## src/rtl/irqc_pkg.sv

```systemverilog
package irqc_pkg;
    // register offsets (bytes)
    localparam int OFS_PEND_BASIC = 'h00;
    localparam int OFS_PEND_B1    = 'h04;
    localparam int OFS_PEND_B2    = 'h08;
    localparam int OFS_FIQ        = 'h0C;
    localparam int OFS_SET_B1     = 'h10;
    localparam int OFS_SET_B2     = 'h14;
    localparam int OFS_SET_BASIC  = 'h18;
    localparam int OFS_CLR_B1     = 'h1C;
    localparam int OFS_CLR_B2     = 'h20;
    localparam int OFS_CLR_BASIC  = 'h24;

    // shortcut sources, entry i at [i*5 +: 5], lowest status bit first
    localparam int SC1_N = 5;
    localparam int SC2_N = 6;
    localparam logic [SC1_N*5-1:0] SC1_LIST = {5'd19, 5'd18, 5'd10, 5'd9, 5'd7};
    localparam logic [SC2_N*5-1:0] SC2_LIST = {5'd30, 5'd25, 5'd24, 5'd23, 5'd22, 5'd21};

    function automatic logic [31:0] list_mask5(input logic [29:0] list, input int n);
        logic [31:0] m;
        m = '0;
        for (int i = 0; i < n; i++) m[list[i*5 +: 5]] = 1'b1;
        return m;
    endfunction

    localparam logic [31:0] SC1_MASK = list_mask5(30'(SC1_LIST), SC1_N);
    localparam logic [31:0] SC2_MASK = list_mask5(30'(SC2_LIST), SC2_N);
endpackage

```

## src/rtl/irqc_mask_reg.sv

```systemverilog
module irqc_mask_reg #(
    parameter int W = 32
) (
    input  logic         clk,
    input  logic         rst_n,
    input  logic         set_we,
    input  logic         clr_we,
    input  logic [W-1:0] wdata,
    output logic [W-1:0] mask
);
    always_ff @(posedge clk or negedge rst_n) begin
        if (!rst_n)
            mask <= '0;
        else if (set_we)
            mask <= mask | wdata;
        else if (clr_we)
            mask <= mask & ~wdata;
    end

    // every bit written as one is set afterwards
    a_r2_set_takes: assert property (@(posedge clk) disable iff (!rst_n)
        set_we |=> ((mask & $past(wdata)) == $past(wdata)));
    // bits written as zero keep their value
    a_r2_zero_bits_hold: assert property (@(posedge clk) disable iff (!rst_n)
        set_we |=> (((mask ^ $past(mask)) & ~$past(wdata)) == '0));
    // every bit written as one is cleared afterwards
    a_r3_clear_takes: assert property (@(posedge clk) disable iff (!rst_n)
        (clr_we && !set_we) |=> ((mask & $past(wdata)) == '0));
    // without a matching write the mask holds
    a_r10_mask_holds: assert property (@(posedge clk) disable iff (!rst_n)
        (!set_we && !clr_we) |=> $stable(mask));
endmodule

```

## src/rtl/irqc_pend_compose.sv

```systemverilog
module irqc_pend_compose
    import irqc_pkg::*;
#(
    parameter int BASIC_N = 8,
    parameter int BANK_W  = 32,
    parameter int WORD_W  = 32
) (
    input  logic [BASIC_N-1:0] src_basic,
    input  logic [BASIC_N-1:0] en_basic,
    input  logic [BANK_W-1:0]  src_b1,
    input  logic [BANK_W-1:0]  en_b1,
    input  logic [BANK_W-1:0]  src_b2,
    input  logic [BANK_W-1:0]  en_b2,
    output logic [BANK_W-1:0]  pend_b1,
    output logic [BANK_W-1:0]  pend_b2,
    output logic [WORD_W-1:0]  pend_basic
);
    localparam int SUM1_POS = BASIC_N;
    localparam int SUM2_POS = BASIC_N + 1;
    localparam int SC1_POS  = BASIC_N + 2;
    localparam int SC2_POS  = SC1_POS + SC1_N;

    logic [SC1_N-1:0] sc1_bits;
    logic [SC2_N-1:0] sc2_bits;

    assign pend_b1 = src_b1 & en_b1;
    assign pend_b2 = src_b2 & en_b2;

    for (genvar i = 0; i < SC1_N; i++) begin : g_sc1
        assign sc1_bits[i] = pend_b1[SC1_LIST[i*5 +: 5]];
    end
    for (genvar j = 0; j < SC2_N; j++) begin : g_sc2
        assign sc2_bits[j] = pend_b2[SC2_LIST[j*5 +: 5]];
    end

    always_comb begin
        pend_basic                    = '0;
        pend_basic[BASIC_N-1:0]       = src_basic & en_basic;
        pend_basic[SUM1_POS]          = |(pend_b1 & ~SC1_MASK[BANK_W-1:0]);
        pend_basic[SUM2_POS]          = |(pend_b2 & ~SC2_MASK[BANK_W-1:0]);
        pend_basic[SC1_POS +: SC1_N]  = sc1_bits;
        pend_basic[SC2_POS +: SC2_N]  = sc2_bits;
    end
endmodule

```

## src/rtl/irq_bank_ctrl.sv

```systemverilog
module irq_bank_ctrl
    import irqc_pkg::*;
#(
    parameter int ADDR_W  = 6,
    parameter int DATA_W  = 32,
    parameter int BASIC_N = 8,
    parameter int BANK_W  = 32
) (
    input  logic                          clk,
    input  logic                          rst_n,
    input  logic [ADDR_W-1:0]             reg_addr,
    input  logic                          reg_we,
    input  logic [DATA_W-1:0]             reg_wdata,
    output logic [DATA_W-1:0]             reg_rdata,
    input  logic [BASIC_N+2*BANK_W-1:0]   irq_src,
    output logic                          irq_out
);
    localparam int B1_LO = BASIC_N;
    localparam int B2_LO = BASIC_N + BANK_W;

    logic [BASIC_N-1:0] en_basic;
    logic [BANK_W-1:0]  en_b1, en_b2, pend_b1, pend_b2;
    logic [DATA_W-1:0]  pend_basic;
    logic [DATA_W-1:0]  fiq_q;
    logic               irq_q;

    function automatic logic hit(input logic [ADDR_W-1:0] a, input int ofs);
        return a == ADDR_W'(ofs);
    endfunction

    irqc_mask_reg #(.W(BASIC_N)) u_en_basic (
        .clk(clk), .rst_n(rst_n),
        .set_we(reg_we && hit(reg_addr, OFS_SET_BASIC)),
        .clr_we(reg_we && hit(reg_addr, OFS_CLR_BASIC)),
        .wdata(reg_wdata[BASIC_N-1:0]), .mask(en_basic));

    irqc_mask_reg #(.W(BANK_W)) u_en_b1 (
        .clk(clk), .rst_n(rst_n),
        .set_we(reg_we && hit(reg_addr, OFS_SET_B1)),
        .clr_we(reg_we && hit(reg_addr, OFS_CLR_B1)),
        .wdata(reg_wdata[BANK_W-1:0]), .mask(en_b1));

    irqc_mask_reg #(.W(BANK_W)) u_en_b2 (
        .clk(clk), .rst_n(rst_n),
        .set_we(reg_we && hit(reg_addr, OFS_SET_B2)),
        .clr_we(reg_we && hit(reg_addr, OFS_CLR_B2)),
        .wdata(reg_wdata[BANK_W-1:0]), .mask(en_b2));

    irqc_pend_compose #(.BASIC_N(BASIC_N), .BANK_W(BANK_W), .WORD_W(DATA_W)) u_compose (
        .src_basic(irq_src[BASIC_N-1:0]), .en_basic(en_basic),
        .src_b1(irq_src[B1_LO +: BANK_W]), .en_b1(en_b1),
        .src_b2(irq_src[B2_LO +: BANK_W]), .en_b2(en_b2),
        .pend_b1(pend_b1), .pend_b2(pend_b2), .pend_basic(pend_basic));

    // fast-interrupt routing word: stored only
    always_ff @(posedge clk or negedge rst_n) begin
        if (!rst_n)
            fiq_q <= '0;
        else if (reg_we && hit(reg_addr, OFS_FIQ))
            fiq_q <= reg_wdata;
    end

    always_ff @(posedge clk or negedge rst_n) begin
        if (!rst_n)
            irq_q <= 1'b0;
        else
            irq_q <= |pend_basic;
    end
    assign irq_out = irq_q;

    always_comb begin
        reg_rdata = '0;
        if (hit(reg_addr, OFS_PEND_BASIC))                                  reg_rdata = pend_basic;
        else if (hit(reg_addr, OFS_PEND_B1))                                reg_rdata = DATA_W'(pend_b1);
        else if (hit(reg_addr, OFS_PEND_B2))                                reg_rdata = DATA_W'(pend_b2);
        else if (hit(reg_addr, OFS_FIQ))                                    reg_rdata = fiq_q;
        else if (hit(reg_addr, OFS_SET_B1) || hit(reg_addr, OFS_CLR_B1))       reg_rdata = DATA_W'(en_b1);
        else if (hit(reg_addr, OFS_SET_B2) || hit(reg_addr, OFS_CLR_B2))       reg_rdata = DATA_W'(en_b2);
        else if (hit(reg_addr, OFS_SET_BASIC) || hit(reg_addr, OFS_CLR_BASIC)) reg_rdata = DATA_W'(en_basic);
    end

    // request line is the previous cycle's OR of the basic word
    a_r9_irq_registered: assert property (@(posedge clk) disable iff (!rst_n)
        1'b1 |=> (irq_out == $past(|pend_basic)));
    // a bank summary flag needs a pending source in that bank
    a_r7_sum1_needs_bank: assert property (@(posedge clk) disable iff (!rst_n)
        pend_basic[BASIC_N] |-> (pend_b1 != '0));
    a_r7_sum2_needs_bank: assert property (@(posedge clk) disable iff (!rst_n)
        pend_basic[BASIC_N+1] |-> (pend_b2 != '0));
    // nothing shows pending in a bank whose mask is empty
    a_r5_masked_bank_quiet: assert property (@(posedge clk) disable iff (!rst_n)
        (en_b1 == '0) |-> (pend_b1 == '0));
endmodule

```

## config.mk

```make
export PLATFORM = sky130hd
export DESIGN_NAME = irq_bank_ctrl
export DESIGN_NICKNAME = d
export VERILOG_FILES = /design/src/rtl/irqc_pkg.sv /design/src/rtl/irqc_mask_reg.sv /design/src/rtl/irqc_pend_compose.sv /design/src/rtl/irq_bank_ctrl.sv
export SDC_FILE = /design/constraint.sdc
export NUM_CORES = 1
export LEC_CHECK = 0
export ABC_AREA = 1
export CORE_UTILIZATION = 35
export CTS_CLUSTER_SIZE = 20
export DETAILED_ROUTE_END_ITERATION = 12
export GPL_TIMING_DRIVEN = 0
export PLACE_DENSITY_LB_ADDON = 0.3
export SLEW_MARGIN = 40
export SYNTH_ARGS = -nofsm -noshare
export SYNTH_HDL_FRONTEND = slang
export SYNTH_SLANG_ARGS = --single-unit
```

## constraint.sdc

```tcl
create_clock -name clk -period 2.3 [get_ports clk]
set_input_delay 0.23 -clock clk [delete_from_list [all_inputs] [get_ports clk]]
set_output_delay 0.23 -clock clk [all_outputs]
set_load 0.005 [all_outputs]
```

======== Yosys cells after proc, flatten, opt, wreduce, memory -nomap -nowiden ========
Index checks and enable logic that the tools add are counted.
operators by class
  eq/ne operators ......................... 9
  muxes and demuxes ....................... 13
  bitwise logic cells ..................... 11
  reductions and logical operators ........ 17
operators by type and width
  kind                  count
  $mux W32              10
  $and A32 B32 Y32      4
  $reduce_or A72 Y1     1
  $or A32 B32 Y32       2
  $not A32 Y32          1
  $reduce_or A27 Y1     1
  $reduce_or A26 Y1     1
  $eq A6 B5 Y1 const B  4
  $mux W8               3
  $and A8 B8 Y8         2
  $eq A6 B4 Y1 const B  2
  $eq A6 B6 Y1 const B  2
  $not A8 Y8            1
  $or A8 B8 Y8          1
  $logic_and A1 B1 Y1   7
  $eq A6 B3 Y1 const B  1
  $logic_not A6 Y1      1
  $reduce_bool A2 Y1    3
  $logic_or A1 B1 Y1    3
storage, ports and cells
  register bits ........................... 105
  bits of input ports ..................... 113
  output and inout port bits .............. 33

======== Depth between registers and ports, before layout ========
  depth in word-level cells ............... 9
  mapped depth ............................ 10
  gate-level depth less buffers ........... 10

======== By module ========
From an unflattened synthesis, not the netlist that was laid out.
unflattened totals
  cells, all modules ...................... 1,049
  area, all modules ....................... 6,744.0 µm²
modules (own cells, without submodules)
  module                       times used  cells each  area each (µm²)  seq. area each (µm²)
  irq_bank_ctrl                1           460         2,844.0          825.8
  irqc_mask_reg (u_en_b1 ...)  2           166         1,337.5          800.8
  irqc_pend_compose            1           215         894.6            0.0
  irqc_mask_reg (u_en_basic)   1           42          330.3            200.2

======== Worst setup path before layout ========
OpenSTA, ideal clock, no wires.
  kind .................................... input-to-output
  from .................................... input port reg_addr[5]
  to ...................................... output port reg_rdata[14]
  arrival ................................. 1.120 ns
  required time ........................... 2.070 ns
  setup slack ............................. 0.950 ns
  stages on the path ...................... 8
  buffers on the path ..................... 1
  path through ............................ nor2_4 inv_2 nor2_4 inv_2 buf_2 nor2_1 nor2_1 o211ai_1
on the way
  word-level cells in the longest chain between the ends .. 8
  elaborated cells between the ends (all ways) .. 16
ends and longest elaborated chain
  item                                          line                 source
  start, declared                               irq_bank_ctrl.sv:11  input logic [ADDR_W-1:0] reg_addr,
  $eq A6 B5 Y1 or $eq A6 B6 Y1 (tied branches)  irq_bank_ctrl.sv:28  return a == ADDR_W'(ofs);
  $logic_or A1 B1 Y1                            irq_bank_ctrl.sv:78  else if (hit(reg_addr, OFS_SET_B2) || hit(reg_addr, OFS_CLR_B2)) reg_rdata = DATA_W'(en_b2);
  $mux W32                                      irq_bank_ctrl.sv:78
  $mux W32                                      irq_bank_ctrl.sv:77  else if (hit(reg_addr, OFS_SET_B1) || hit(reg_addr, OFS_CLR_B1)) reg_rdata = DATA_W'(en_b1);
  $mux W32                                      irq_bank_ctrl.sv:76  else if (hit(reg_addr, OFS_FIQ)) reg_rdata = fiq_q;
  $mux W32                                      irq_bank_ctrl.sv:75  else if (hit(reg_addr, OFS_PEND_B2)) reg_rdata = DATA_W'(pend_b2);
  $mux W32                                      irq_bank_ctrl.sv:74  else if (hit(reg_addr, OFS_PEND_B1)) reg_rdata = DATA_W'(pend_b1);
  $mux W32 *                                    irq_bank_ctrl.sv:73  if (hit(reg_addr, OFS_PEND_BASIC)) reg_rdata = pend_basic;
  end, declared                                 irq_bank_ctrl.sv:14  output logic [DATA_W-1:0] reg_rdata,
Every way passes the cells marked *; elsewhere a longest branch is shown, timed or not.

======== Worst setup path in the final report ========
  from .................................... input port reg_addr[3]
  to ...................................... output port reg_rdata[23]
The elaborated chain is that of the path after synthesis.

==> summary.md <==
| Metric | Value |
|---|---|
| Final-report hold violation count | `0` |
| FFs w/ async S/R, synth | `between 90% and 100%` |
| Routed vias/inst | `between 5 and 6` |
| Reg2reg setup slack | `approximately 960 ps` |
| Commonest cells in the netlist | `nand2_1, dfrtp_1, o21ai_1, nand3_1, nor2_1` |
| Post-synth cell types | `26` |
| Gr usage total | `26.2%` |
| Area post-placement | `between 7000 and 8000 um2` |
| Final period util | `a little over nine tenths` |
| Die height | `approximately 130 um` |
| CP delay by family, top | `buffers and inverters` |
| Post-layout util | `~49%` |
| Crit end category | `output pin` |
| Routed wire per std cell | `roughly 18 um` |
| Register area share after synthesis | `42.9%` |
| Finished Layout Cells | `~1,300` |
| Syn. warnings | `0` |
| Die span in x | `134 um` |
| Crit-path max cell delay | `approximately 530 ps` |
| Dpl hpwl | `16,700 um` |
| Post-layout min period | `2210 ps` |
| CP Max Fanout | `10` |
| CP bufs+invs | `3` |
| PwrDens | `~550 nW/um2` |
| Critical-path top delay cell | `clkdlybuf4s50_1` |
| Post-Syn Area | `~6100 um2` |
| Hold WS | `between 300 and 400 ps` |
| Die area | `18,000 um2` |
| Reg clk slew, reported paths | `~70 ps` |
| Worst skew pair latency | `360 ps` |
| Fin area | `between 8000 and 9000 um2` |
| WL final | `23,300 um` |
| Top_reg_cell synth | `dfrtp_1` |
| Outcome | `finished clean` |
| CP required | `slightly above 2000 ps` |
| CTS Sinks | `roughly 110` |
| Final #Nets | `approximately 1,200` |
| Worst-margin pin slew | `just under 500 ps` |
| Fill count | `between 1,500 and 2,000` |
| Cell count after synthesis | `around 900` |
| Post-Syn Area per Cell | `just under 7 um2` |
| # port buffers | `around 150` |
| Top-area cell type share of the netlist area | `a little over two fifths` |
| Slew Limit Fails | `0` |
| Antenna Violating Nets Remaining | `0` |
| Critical path launch point | `reg_addr[3]` |
| Drt pass-1 iters | `5` |
| Mapped Nets | `1,008` |
| Count leader, synth | `nand2_1` |
| Fmax | `around 450 MHz` |
| Diodes inserted | `0` |
| Largest net degree at the start of global routing | `62` |
| Setup Skew | `8.18 ps` |
| Pleak | `between 4 and 5 nW` |
| Clock buffer depth | `2` |
| GPL Wtd Cong | `around 0.89` |
| Layout area overhead | `37.2%` |
| Max VDD drop | `~370 uV` |
| Hold Crit Class | `in -> async` |
| Placed cells | `1,266` |
| Worst r2r path cells | `5` |
| Initial antenna violation count | `0` |
| Ratio of cells with drive above 1 in the final layout | `9.54%` |
| Starting density of the core | `35.7%` |
| Worst path cell trace | `clkdlybuf4s18_2 > nor2_2 > nand3_1 > nand2_4 > buf_12 > nand2_1 > nand3_1 > nand2_1 > a21oi_2 > clkdlybuf4s50_1` |
| First-pass GRT wire length | `around 35,000 um` |
| Critical path launch point type | `primary input` |
| Final setup vio count | `0` |
| CTS tree | `done` |
| Normalized max-slew margin | `67.0%` |
| Root Driver | `clkbuf_16` |
| Row cnt | `48` |
| Post-synth EDFFs | `0` |
| GRT overflow | `0` |
| Vias | `~7,000` |
| Inserted Clock Buffers | `9` |
| Critical Path AT | `between 1500 and 2000 ps` |
| Max Cap Viol | `0` |
| Critical path class | `in -> out` |
| Yosys top cell by area | `dfrtp_1` |
| Sum Neg Setup Slack | `0 ps` |
| Vias in the first global route | `around 6,400` |
| Synth area leaders | `dfrtp_1, nand2_1, o21ai_1, nand3_1, nor2_1` |
| DR iter-0 viols | `about 660` |
| Io pins | `approximately 150` |
| H-tree Lvls | `3` |
| DRC Markers | `0` |
| Core region area | `between 15,000 and 20,000 um2` |
| Crit Reg-Reg Endpoint | `irq_out$_DFF_PN0_` |
| Register bit count reported by yosys | `105` |
## power by group
group	leakage, nW	internal [W]	switching, W	total (W)
Sequential	1.40	0.00209	0.000191	0.00228
Clock	0.124	0.000734	0.000715	0.00145
Combinational	2.66	0.000421	0.000511	0.000932
## cell type report
| cell class | instances | area (um2) | area share (%) |
|---|---|---|---|
| multi-input cells | 698 | 3180 | 37.8 |
| inverters | 59 | 236 | 2.81 |
| clock inverters | 3 | 17.5 | 0.208 |
| flip-flops and latches | 105 | 2630 | 31.2 |
| repair buffers | 157 | 1560 | 18.5 |
| well taps | 225 | 282 | 3.35 |
| plain buffers | 34 | 272 | 3.23 |
| clock buffers | 13 | 240 | 2.86 |
## cells by family after synthesis
kind of cell | share of synthesized area, %
buffers and inverters | 6.64
DFF | 42.9
and+or+nand+nor | 37.4
AOI/OAI and AO/OA | 13.1
## layer usage
metal | GRT usage (%) | wire length (um) | share of wire, %
met1 | 34.6 | 9890 | 42
met2 | 43.0 | 10900 | 47
met3 | 5.25 | 2000 | 8.6
met4 | 8.80 | 561 | 2.4
met5 | 0 | 0 | 0
## worst max path at each step
stage                    endpoint  slack, ps  cells past startpoint
CTS                 reg_rdata[29]        -20                     11
global placement        async pin      -3190                      1
global route        reg_rdata[23]         -5                      9
floorplan           reg_rdata[14]        950                      8
finish              reg_rdata[23]         90                     10
detailed placement  reg_rdata[19]       -820                      8
## placed cells by master, fill, tap and decap left out, types with 3 or more instances in the layout
master	count
buf_8	3
nand2_1	356
nor2_2	3
o211ai_1	16
nor2_1	57
dlymetal6s2s_1	9
buf_2	17
nand3_1	90
nor2_4	7
clkbuf_1	4
buf_4	12
inv_1	49
a21oi_1	11
nor3_2	3
nand4_1	17
o21ai_0	24
buf_6	9
dfrtp_1	105
clkdlybuf4s50_1	123
o21ai_1	96
inv_2	7
nand2_2	3
dlygate4sd2_1	6
clkbuf_2	6
clkbuf_16	9
nand2_4	3
a21oi_2	5
## through the flow
step           setup WS [ps]  total power (W)
2_1_floorplan            950          0.00270
3_3_place_gp           -3190          0.00317
3_5_place_dp            -825          0.00320
4_1_cts                -15.5          0.00463
5_1_grt                -5.05          0.00485
6_report                89.7          0.00466
## worst register-to-register path, delay by kind of cell, from the launching register on
kind / cells / cell delay (ps)
simple gates: 5 / 790
flops: 1 / 410
## timing repair
action                                  CTS  global route
endpoints found under the hold margin    44             0
gates cloned                              1             0
gates resized for setup                  53            43
hold buffers                              1             0
endpoints found under the setup margin   32            26
pin swaps                                 4             6
buffers inserted                          7             3
No activity file was read; power rests on OpenSTA's default activity.
